`src/rtl/cfg_load_pkg.sv`:
```
// Shared constants and types for the configuration-load sequencer.
// Assumes a target whose register layout matches the addresses below.
package cfg_load_pkg;
    localparam logic [7:0] A_STAT = 8'h1C;
    localparam logic [7:0] A_MODE = 8'h20;
    localparam logic [7:0] A_DATA = 8'h28;
    localparam logic [7:0] A_PROG = 8'h2C;
    localparam logic [7:0] A_ELAT = 8'h34;

    localparam int B_RDY   = 18;
    localparam int B_CERR  = 19;
    localparam int B_LDEN  = 20;
    localparam int B_UMODE = 21;
    localparam int B_FCLK  = 24;
    localparam int B_LATCH = 5;

    typedef enum logic [3:0] {
        E_OK      = 4'd0,
        E_NOLOAD  = 4'd1,
        E_RDY1_TO = 4'd2,
        E_RDY0_TO = 4'd3,
        E_LATCHED = 4'd4,
        E_USER_TO = 4'd5,
        E_CFGERR  = 4'd6
    } err_t;

    typedef enum logic [4:0] {
        S_IDLE, S_CHK, S_CKS_RD, S_CKS_WR, S_MOD_RD, S_MOD_WR,
        S_SW_RD, S_SW_WR, S_SW_DUM, S_REQ_RD, S_REQ_WR, S_POLL1,
        S_XF_RD, S_XF_WR, S_NC_RD, S_NC_WR, S_STRM, S_DWR, S_ECHK,
        S_TD_RD, S_TD_WR1, S_TD_WR2, S_POLL0, S_LAT, S_UM_RD,
        S_UM_WR, S_POLLU, S_FIN
    } st_t;
endpackage

```
`src/rtl/cfg_load_cnt.sv`:
```
// Up-counter with synchronous clear (clear wins over increment).
// Assumes the caller keeps the count below 2**W.
module cfg_load_cnt #(
    parameter int W = 8
) (
    input  logic         clk,
    input  logic         rst_n,
    input  logic         clr,
    input  logic         inc,
    output logic [W-1:0] cnt
);
    // Count events; clear or reset returns to zero.
    always_ff @(posedge clk) begin
        if (!rst_n || clr) cnt <= '0;
        else if (inc)      cnt <= cnt + 1'b1;
    end
endmodule

```
`src/rtl/cfg_load_tail.sv`:
```
// Zeroes the unused upper bytes of a final partial word.
// Assumes bytes==0 means the whole word is valid.
module cfg_load_tail #(
    parameter int DW = 32
) (
    input  logic [DW-1:0] din,
    input  logic          last,
    input  logic [1:0]    nbytes,
    output logic [DW-1:0] dout
);
    localparam int NB = DW / 8;

    for (genvar b = 0; b < NB; b++) begin : g_byte
        logic keep;
        // Keep a byte unless it lies past the valid count of a last word.
        assign keep = !last || (nbytes == 2'd0) || (b < int'(nbytes));
        assign dout[b*8 +: 8] = keep ? din[b*8 +: 8] : 8'h00;
    end
endmodule

```
`src/rtl/cfg_load_seq.sv`:
```
// Configuration-load sequencer: bring-up, clock switches, bitstream
// streaming, teardown and return to user mode over a register bus.
// Assumes the target acknowledges each request within finite time.
module cfg_load_seq
    import cfg_load_pkg::*;
#(
    parameter int TW           = 16,
    parameter int DUMMY_WRITES = 244,
    parameter int CHK_WORDS    = 1024
) (
    input  logic          clk,
    input  logic          rst_n,
    input  logic          start,
    input  logic [1:0]    img_type,
    input  logic          chk_en,
    input  logic [TW-1:0] poll_limit,
    input  logic          word_valid,
    input  logic [31:0]   word_data,
    input  logic          word_last,
    input  logic [1:0]    word_bytes,
    output logic          word_ready,
    output logic          reg_req,
    output logic          reg_we,
    output logic [7:0]    reg_addr,
    output logic [31:0]   reg_wdata,
    input  logic          reg_ack,
    input  logic [31:0]   reg_rdata,
    output logic          busy,
    output logic          done,
    output logic [3:0]    err_code
);
    localparam int DCW = $clog2(DUMMY_WRITES);
    localparam int WCW = $clog2(CHK_WORDS);

    st_t         state, sw_ret, td_ret;
    logic [31:0] val_q, wbuf;
    logic [7:0]  nclk_q;
    logic        last_q, done_q;
    err_t        err_q;

    logic [TW-1:0]  poll_cnt;
    logic [DCW-1:0] dum_cnt;
    logic [WCW-1:0] wcnt;
    logic [31:0]    masked;

    wire poll_st   = (state == S_POLL1) || (state == S_POLL0) || (state == S_POLLU);
    wire to_hit    = ({1'b0, poll_cnt} + 1'b1) >= {1'b0, poll_limit};
    wire dum_end   = (dum_cnt == DCW'(DUMMY_WRITES - 1));
    wire dwr_ack   = (state == S_DWR) && reg_ack;
    wire chunk_end = (wcnt == WCW'(CHK_WORDS - 1));

    cfg_load_cnt #(.W(TW)) u_poll (
        .clk(clk), .rst_n(rst_n), .clr(!poll_st),
        .inc(poll_st && reg_ack), .cnt(poll_cnt));

    cfg_load_cnt #(.W(DCW)) u_dum (
        .clk(clk), .rst_n(rst_n), .clr(state != S_SW_DUM),
        .inc((state == S_SW_DUM) && reg_ack), .cnt(dum_cnt));

    cfg_load_cnt #(.W(WCW)) u_wcnt (
        .clk(clk), .rst_n(rst_n), .clr((state == S_IDLE) || (dwr_ack && chunk_end)),
        .inc(dwr_ack), .cnt(wcnt));

    cfg_load_tail #(.DW(32)) u_tail (
        .din(word_data), .last(word_last), .nbytes(word_bytes), .dout(masked));

    // Drive the bus request for the current step.
    always_comb begin
        reg_req   = 1'b1;
        reg_we    = 1'b0;
        reg_addr  = A_STAT;
        reg_wdata = '0;
        case (state)
            S_CHK, S_POLL1, S_POLL0, S_POLLU, S_ECHK: reg_addr = A_STAT;
            S_CKS_RD, S_MOD_RD, S_SW_RD, S_NC_RD, S_UM_RD: reg_addr = A_MODE;
            S_REQ_RD, S_XF_RD, S_TD_RD: reg_addr = A_PROG;
            S_LAT: reg_addr = A_ELAT;
            S_CKS_WR: begin reg_we = 1'b1; reg_addr = A_MODE; reg_wdata = val_q | 32'h2; end
            S_MOD_WR: begin reg_we = 1'b1; reg_addr = A_MODE; reg_wdata = val_q | 32'h1; end
            S_SW_WR:  begin reg_we = 1'b1; reg_addr = A_MODE;
                            reg_wdata = {val_q[31:16], 8'd1, val_q[7:0]}; end
            S_SW_DUM: begin reg_we = 1'b1; reg_addr = A_DATA; reg_wdata = '0; end
            S_REQ_WR: begin reg_we = 1'b1; reg_addr = A_PROG; reg_wdata = val_q | 32'h1; end
            S_XF_WR:  begin reg_we = 1'b1; reg_addr = A_PROG; reg_wdata = val_q | 32'h2; end
            S_NC_WR:  begin reg_we = 1'b1; reg_addr = A_MODE;
                            reg_wdata = {val_q[31:16], nclk_q, val_q[7:0]}; end
            S_DWR:    begin reg_we = 1'b1; reg_addr = A_DATA; reg_wdata = wbuf; end
            S_TD_WR1: begin reg_we = 1'b1; reg_addr = A_PROG; reg_wdata = val_q & ~32'h2; end
            S_TD_WR2: begin reg_we = 1'b1; reg_addr = A_PROG; reg_wdata = val_q & ~32'h3; end
            S_UM_WR:  begin reg_we = 1'b1; reg_addr = A_MODE; reg_wdata = val_q & ~32'h3; end
            default:  reg_req = 1'b0;
        endcase
    end

    assign word_ready = (state == S_STRM);
    assign busy       = (state != S_IDLE);
    assign done       = done_q;
    assign err_code   = err_q;

    // Sequence the load steps; each bus step advances on its acknowledge.
    always_ff @(posedge clk) begin
        if (!rst_n) begin
            state  <= S_IDLE;
            sw_ret <= S_IDLE;
            td_ret <= S_IDLE;
            val_q  <= '0;
            wbuf   <= '0;
            nclk_q <= 8'd1;
            last_q <= 1'b0;
            done_q <= 1'b0;
            err_q  <= E_OK;
        end else begin
            done_q <= 1'b0;
            if (reg_req && !reg_we && reg_ack) val_q <= reg_rdata;
            case (state)
                S_IDLE: if (start) begin
                    err_q  <= E_OK;
                    nclk_q <= img_type[1] ? 8'd8 : (img_type[0] ? 8'd4 : 8'd1);
                    state  <= S_CHK;
                end
                S_CHK: if (reg_ack) begin
                    if (!reg_rdata[B_LDEN]) begin err_q <= E_NOLOAD; state <= S_FIN; end
                    else if (reg_rdata[B_RDY]) begin td_ret <= S_CKS_RD; state <= S_TD_RD; end
                    else state <= S_CKS_RD;
                end
                S_CKS_RD: if (reg_ack) state <= S_CKS_WR;
                S_CKS_WR: if (reg_ack) state <= S_MOD_RD;
                S_MOD_RD: if (reg_ack) state <= S_MOD_WR;
                S_MOD_WR: if (reg_ack) begin sw_ret <= S_REQ_RD; state <= S_SW_RD; end
                S_SW_RD:  if (reg_ack) state <= S_SW_WR;
                S_SW_WR:  if (reg_ack) state <= S_SW_DUM;
                S_SW_DUM: if (reg_ack && dum_end) state <= sw_ret;
                S_REQ_RD: if (reg_ack) state <= S_REQ_WR;
                S_REQ_WR: if (reg_ack) state <= S_POLL1;
                S_POLL1: if (reg_ack) begin
                    if (reg_rdata[B_RDY]) begin sw_ret <= S_XF_RD; state <= S_SW_RD; end
                    else if (to_hit) begin err_q <= E_RDY1_TO; state <= S_FIN; end
                end
                S_XF_RD: if (reg_ack) state <= S_XF_WR;
                S_XF_WR: if (reg_ack) state <= S_NC_RD;
                S_NC_RD: if (reg_ack) state <= S_NC_WR;
                S_NC_WR: if (reg_ack) state <= S_STRM;
                S_STRM: if (word_valid) begin
                    wbuf   <= masked;
                    last_q <= word_last;
                    state  <= S_DWR;
                end
                S_DWR: if (reg_ack) begin
                    if (chk_en && (chunk_end || last_q)) state <= S_ECHK;
                    else if (last_q) begin td_ret <= S_LAT; state <= S_TD_RD; end
                    else state <= S_STRM;
                end
                S_ECHK: if (reg_ack) begin
                    if (reg_rdata[B_CERR]) begin err_q <= E_CFGERR; state <= S_FIN; end
                    else if (last_q) begin td_ret <= S_LAT; state <= S_TD_RD; end
                    else state <= S_STRM;
                end
                S_TD_RD:  if (reg_ack) state <= S_TD_WR1;
                S_TD_WR1: if (reg_ack) state <= S_TD_WR2;
                S_TD_WR2: if (reg_ack) begin sw_ret <= S_POLL0; state <= S_SW_RD; end
                S_POLL0: if (reg_ack) begin
                    if (!reg_rdata[B_RDY]) state <= td_ret;
                    else if (to_hit) begin err_q <= E_RDY0_TO; state <= S_FIN; end
                end
                S_LAT: if (reg_ack) begin
                    if (reg_rdata[B_LATCH]) begin err_q <= E_LATCHED; state <= S_FIN; end
                    else state <= S_UM_RD;
                end
                S_UM_RD: if (reg_ack) state <= S_UM_WR;
                S_UM_WR: if (reg_ack) state <= S_POLLU;
                S_POLLU: if (reg_ack) begin
                    if (reg_rdata[B_UMODE] && reg_rdata[B_FCLK]) state <= S_FIN;
                    else if (to_hit) begin err_q <= E_USER_TO; state <= S_FIN; end
                end
                S_FIN: begin done_q <= 1'b1; state <= S_IDLE; end
                default: state <= S_IDLE;
            endcase
        end
    end

    // a pending request holds its command until acknowledged.
    p_bus_hold_r1: assert property (@(posedge clk) disable iff (!rst_n)
        (reg_req && !reg_ack) |=> (reg_req && $stable(reg_addr) && $stable(reg_we) && $stable(reg_wdata)));

    // a stream word is never taken while a bus transaction is pending.
    p_stream_excl_r7: assert property (@(posedge clk) disable iff (!rst_n)
        word_ready |-> !reg_req);

    // the end-of-run pulse comes with busy already low.
    p_done_idle_r12: assert property (@(posedge clk) disable iff (!rst_n)
        done |-> !busy);

    // a run only begins after a start request.
    p_start_busy_r12: assert property (@(posedge clk) disable iff (!rst_n)
        $rose(busy) |-> $past(start));

    // the result code holds while idle without a start.
    p_err_hold_r12: assert property (@(posedge clk) disable iff (!rst_n)
        (!busy && !start) |=> $stable(err_code));

    // done is a single-cycle pulse.
    p_done_pulse_r12: assert property (@(posedge clk) disable iff (!rst_n)
        done |=> !done);
endmodule

```
`config.mk`:
```
export PLATFORM = sky130hd
export DESIGN_NAME = cfg_load_seq
export DESIGN_NICKNAME = d
export VERILOG_FILES = /design/src/rtl/cfg_load_pkg.sv /design/src/rtl/cfg_load_cnt.sv /design/src/rtl/cfg_load_tail.sv /design/src/rtl/cfg_load_seq.sv
export SDC_FILE = /design/constraint.sdc
export NUM_CORES = 1
export LEC_CHECK = 0
export BUFFER_PORTS_ARGS = -buffer_cell sky130_fd_sc_hd__buf_2
export CELL_PAD_IN_SITES_DETAIL_PLACEMENT = 1
export CELL_PAD_IN_SITES_GLOBAL_PLACEMENT = 1
export CORE_ASPECT_RATIO = 0.9
export CORE_MARGIN = 1
export CORE_UTILIZATION = 37
export CTS_CLUSTER_SIZE = 14
export DETAILED_ROUTE_END_ITERATION = 7
export PLACE_DENSITY = 0.85
export SLEW_MARGIN = 20
export SYNTH_ARGS = -nofsm -noshare
export SYNTH_HDL_FRONTEND = slang
export SYNTH_SLANG_ARGS = --single-unit
```
`constraint.sdc`:
```
create_clock -name clk -period 2.9 [get_ports clk]
set_input_delay 0 -clock clk [delete_from_list [all_inputs] [get_ports clk]]
set_output_delay 0 -clock clk [all_outputs]
set_load 0.01 [all_outputs]
```
==> reports/summary.md <==
At the worst endpoint, the arrival time is 3.43 ns. For the insertion delay of the later-clocked pin in the worst-skew pair, the log shows 0.45 ns. The path class of the tightest hold or removal check is input port to register. At the pin with the least slew margin, the transition time is 1.207 ns. The tools report the final-report hold violation count as 0. Data on the critical path is required at its endpoint by 3.21 ns. In the synthesized netlist the async set-or-reset flop fraction comes to 0%. Launching element type of the critical path: a register. For flop-to-flop paths, the worst setup slack is -0.22 ns.

The finished cells cover 9324 sq um. Across the routed clock network, the largest skew measured is 0.01663 ns. Slack of the critical path: -0.2211 ns. TritonCTS built the clock tree. The most used flip-flop cell after synthesis is sky130_fd_sc_hd__dfxtp_1.

The headroom to the max-slew limit was 18.80%. Dividing total power by cell area gives a power density of 737.8 nW/um^2. OpenSTA, run right after detailed placement, puts the worst setup slack at -0.1452 ns. In this design, the stage delay of the slowest critical-path cell is 0.37 ns. The tools report the sum of routed wire length over all layers as 32620 um.

Buffers inserted during clock tree synthesis total 17. The tools report the via count of the first global-routing pass as 8202. The final layout contains 1172 nets. Number of synthesized register bits: 117. Number of endpoints failing setup at the final stage: 6. The clock slew seen by the registers of the worst setup and hold paths is 0.06 ns, and the logic depth of the worst register-to-register path is 13. For the half-perimeter wire length after placement, the log shows 16890 um.

The cell at the root of the clock tree is sky130_fd_sc_hd__clkbuf_16. Synthesis produced a netlist whose cell count is 848. The initial antenna violation count is 1. The worst setup path is captured at a register. In the routed design, unresolved DRC markers number 0.

The antenna diode count was 0; the worst hold slack was 0.02354 ns. The share of the synthesized area in the top cell type is 34.34%, and the core box area is 17840 sq um. Global routing used 31.19% of the available tracks across all layers.

In this run, the number of DRC markers left after iteration 0 of detailed routing was 767. A synthesized cell averages 8.043 sq um. Sum of overflow across all layers after global routing: 0.

The run gives 34.34% as the sequential-to-total area share from yosys stat. The y dimension of the die was 130.8 um. The reported max-cap violation count is 0.

The total placed cells including tap cells came out at 1208. The cell family contributing the most delay on the critical path is simple AND/OR/NAND/NOR gates. The flow ran to the end, but the final reports show violations. Routability-driven placement finished with a final weighted congestion of 0.9799. Static timing analysis puts the maximum clock frequency at 320.4 MHz. After the flow finishes, the layout carries non-filler instances totaling 1315. The chip width was 145.1 um; the total via count in the routed design was 8087.

For this design the static power due to leakage is 4.050 nW. Along the worst path, the maximum fanout reaches 5. The worst setup path category was register to register. During placement, the flow inserted port buffers numbering 134. The endpoint identified for the worst register-to-register timing path is state[3]. The placed instances occupy a cell area of 7880 sq um. The logs give 38.23% for the effective utilization at floorplan and 18980 sq um for the die footprint. Commonest non-fill, non-tap cell in the layout: sky130_fd_sc_hd__buf_2.

Summing every instance area after synthesis gives 6820 sq um. The count of cell types in the netlist was 80. The area added between synthesis and finish was 36.71%.

The clock passes through at most 2 buffers. Counting flops with a built-in enable in the synthesized netlist gives 0. Wire length of the first global-routing pass: 45400 um. The logic depth of the worst path, buffers included is 13. The largest net degree at the start of global routing came out at 70. The tools report the boundary pin count as 140. The final reports fail on negative setup slack. The run gives 4 as the H-tree depth.

The tools report the remaining antenna violation count as 0. The critical path goes through buf_6, nand2_4, nor3_4, buf_6, nand4_1, xnor2_1, ha_1, a21o_1, a41oi_2, nand4_1, buf_4, nor3b_1, nor3_2. Counting I/O delays and the setup requirement, the final critical path takes 3.121 ns. The tools report the synthesis warning total as 0. Leaving out fill and tap cells, the most frequent cells in the layout are 134 x sky130_fd_sc_hd__buf_2, 107 x sky130_fd_sc_hd__nor2_1, 107 x sky130_fd_sc_hd__dfxtp_1. The run gives 0.4465 mV as the maximum VDD drop. The first TritonRoute pass finished after 5 iterations.

The total clock sinks is 117. Tracing the worst setup path back leads to its startpoint at u_poll.cnt[1]. The ratio of routed vias to standard cells came out at 6.150. Ranked by total cell area, the synthesized netlist is headed by sky130_fd_sc_hd__dfxtp_1 34%, sky130_fd_sc_hd__nor2_1 5.9%, sky130_fd_sc_hd__mux2i_1 5.4%, sky130_fd_sc_hd__nand2_1 5.2%, sky130_fd_sc_hd__a21oi_1 4.1%.

The final routed wire length divided by cell count was 24.80 um. For the final-report max-slew violation count, the log shows 0. Following the worst setup path forward leads to its endpoint at state[3].

In this run the critical register-to-register path is launched from u_poll.cnt[1]. Among all stages on the critical path, the largest delay is contributed by sky130_fd_sc_hd__nor3b_1. The cell type with the highest aggregate area in the netlist is sky130_fd_sc_hd__dfxtp_1. The worst path uses 107.6% of the clock period.

After floorplanning, the core was divided into 46 placement rows. Fraction of final layout cells sized beyond drive strength 1: 25.40%. Setup repair after global routing could not meet its margin everywhere. The critical path contains buffers and inverters numbering 3 combined.
[repair_timing]
item | 4_1_cts | 5_1_grt
gates resized for setup | 17 | 19
endpoints found under the setup margin | 5 | 22
setup buffers | 5 | 2
pin swaps | 5 | 9
endpoints found under the hold margin | 68 | 0
hold buffers | 68 | 0
[layer usage]
layer / wire length [um] / track usage (%)
met5: 19 / 0
met2: 15590 / 54.44
met1: 11530 / 34.22
met3: 2955 / 7.361
met4: 2522 / 21.67
[worst register-to-register path, delay by kind of cell (launching register included)]
family / cells / cell delay [ns]
DFF: 1 / 0.36
and+or+nand+nor: 6 / 1.15
adders and majority gates: 1 / 0.30
xor gates and xnor gates: 1 / 0.28
buffers and inverters: 3 / 0.52
AOI/OAI and AO/OA: 2 / 0.40
[flip-flops by register name, summed over array words and instances (netlist names), 2 cells and up]
register    count
err_code        3
nclk_q          3
state           5
sw_ret          4
td_ret          2
u_dum.cnt       8
u_poll.cnt     16
u_wcnt.cnt     10
val_q          32
wbuf           32
[cells by family (layout without fill, tap and decap cells)]
group                    after synthesis  count (layout)  share of synthesized area, %
AO/OA/AOI/OAI                        188             188                         19.26
XOR/XNOR                              44              44                         5.650
adder cells (fa/ha/maj)               19              19                         3.486
buffers and inverters                 87             310                         6.109
flip-flops                           117             117                         34.34
multiplexers                          39              39                         5.760
other                                  1               5                       0.05498
AND/OR/NAND/NOR                      353             353                         25.33
[how the worst min path moves through the flow]
stage / cells after the start / start / endpoint / slack (ns)
floorplan: 2 / rst_n / done / 0.13
global placement: 3 / reg_rdata[4] / val_q[4] / 0.23
detailed placement: 3 / reg_rdata[11] / val_q[11] / 0.24
CTS: 4 / chk_en / state[1] / 0.006
global route: 4 / chk_en / state[1] / 0.04
finish: 4 / chk_en / state[1] / 0.02
[cells in the mapped netlist (18+ instances only)]
| cell | instances |
|---|---|
| sky130_fd_sc_hd__o21ai_0 | 25 |
| sky130_fd_sc_hd__a22o_1 | 27 |
| sky130_fd_sc_hd__nand2_1 | 95 |
| sky130_fd_sc_hd__nand3_1 | 45 |
| sky130_fd_sc_hd__ha_1 | 19 |
| sky130_fd_sc_hd__buf_2 | 29 |
| sky130_fd_sc_hd__clkbuf_1 | 18 |
| sky130_fd_sc_hd__xor2_1 | 27 |
| sky130_fd_sc_hd__inv_1 | 23 |
| sky130_fd_sc_hd__mux2i_1 | 37 |
| sky130_fd_sc_hd__nor2_1 | 108 |
| sky130_fd_sc_hd__a21oi_1 | 56 |
| sky130_fd_sc_hd__dfxtp_1 | 117 |
[stage by stage]
step | power (mW) | utilization (%) | setup TNS, ns
5_1_grt | 7.043 | 52.26 | -1.486
3_3_place_gp | 4.182 | 44.17 | 0
4_1_cts | 6.462 | 51.76 | 0
3_5_place_dp | 4.238 | 44.17 | -0.4896
2_1_floorplan | 3.459 | - | 0
6_report | 6.880 | 52.26 | -0.8666
[power breakdown]
group          internal [mW]  switching [mW]
clock network           1.22           0.991
logic                   1.01            1.70
registers               1.77           0.184
total                   4.00            2.88
[cell type report]
| type | count | area [sq um] |
|---|---|---|
| well taps | 240 | 300.3 |
| repair buffers | 255 | 1798 |
| fillers | 2141 | 8518 |
| clock buffers | 17 | 425.4 |
| inverters | 23 | 86.33 |
| clock inverters | 15 | 158.9 |
| flip-flops and latches | 117 | 2357 |
| multi-input cells | 648 | 4198 |
(Power assumes the default switching activity.)
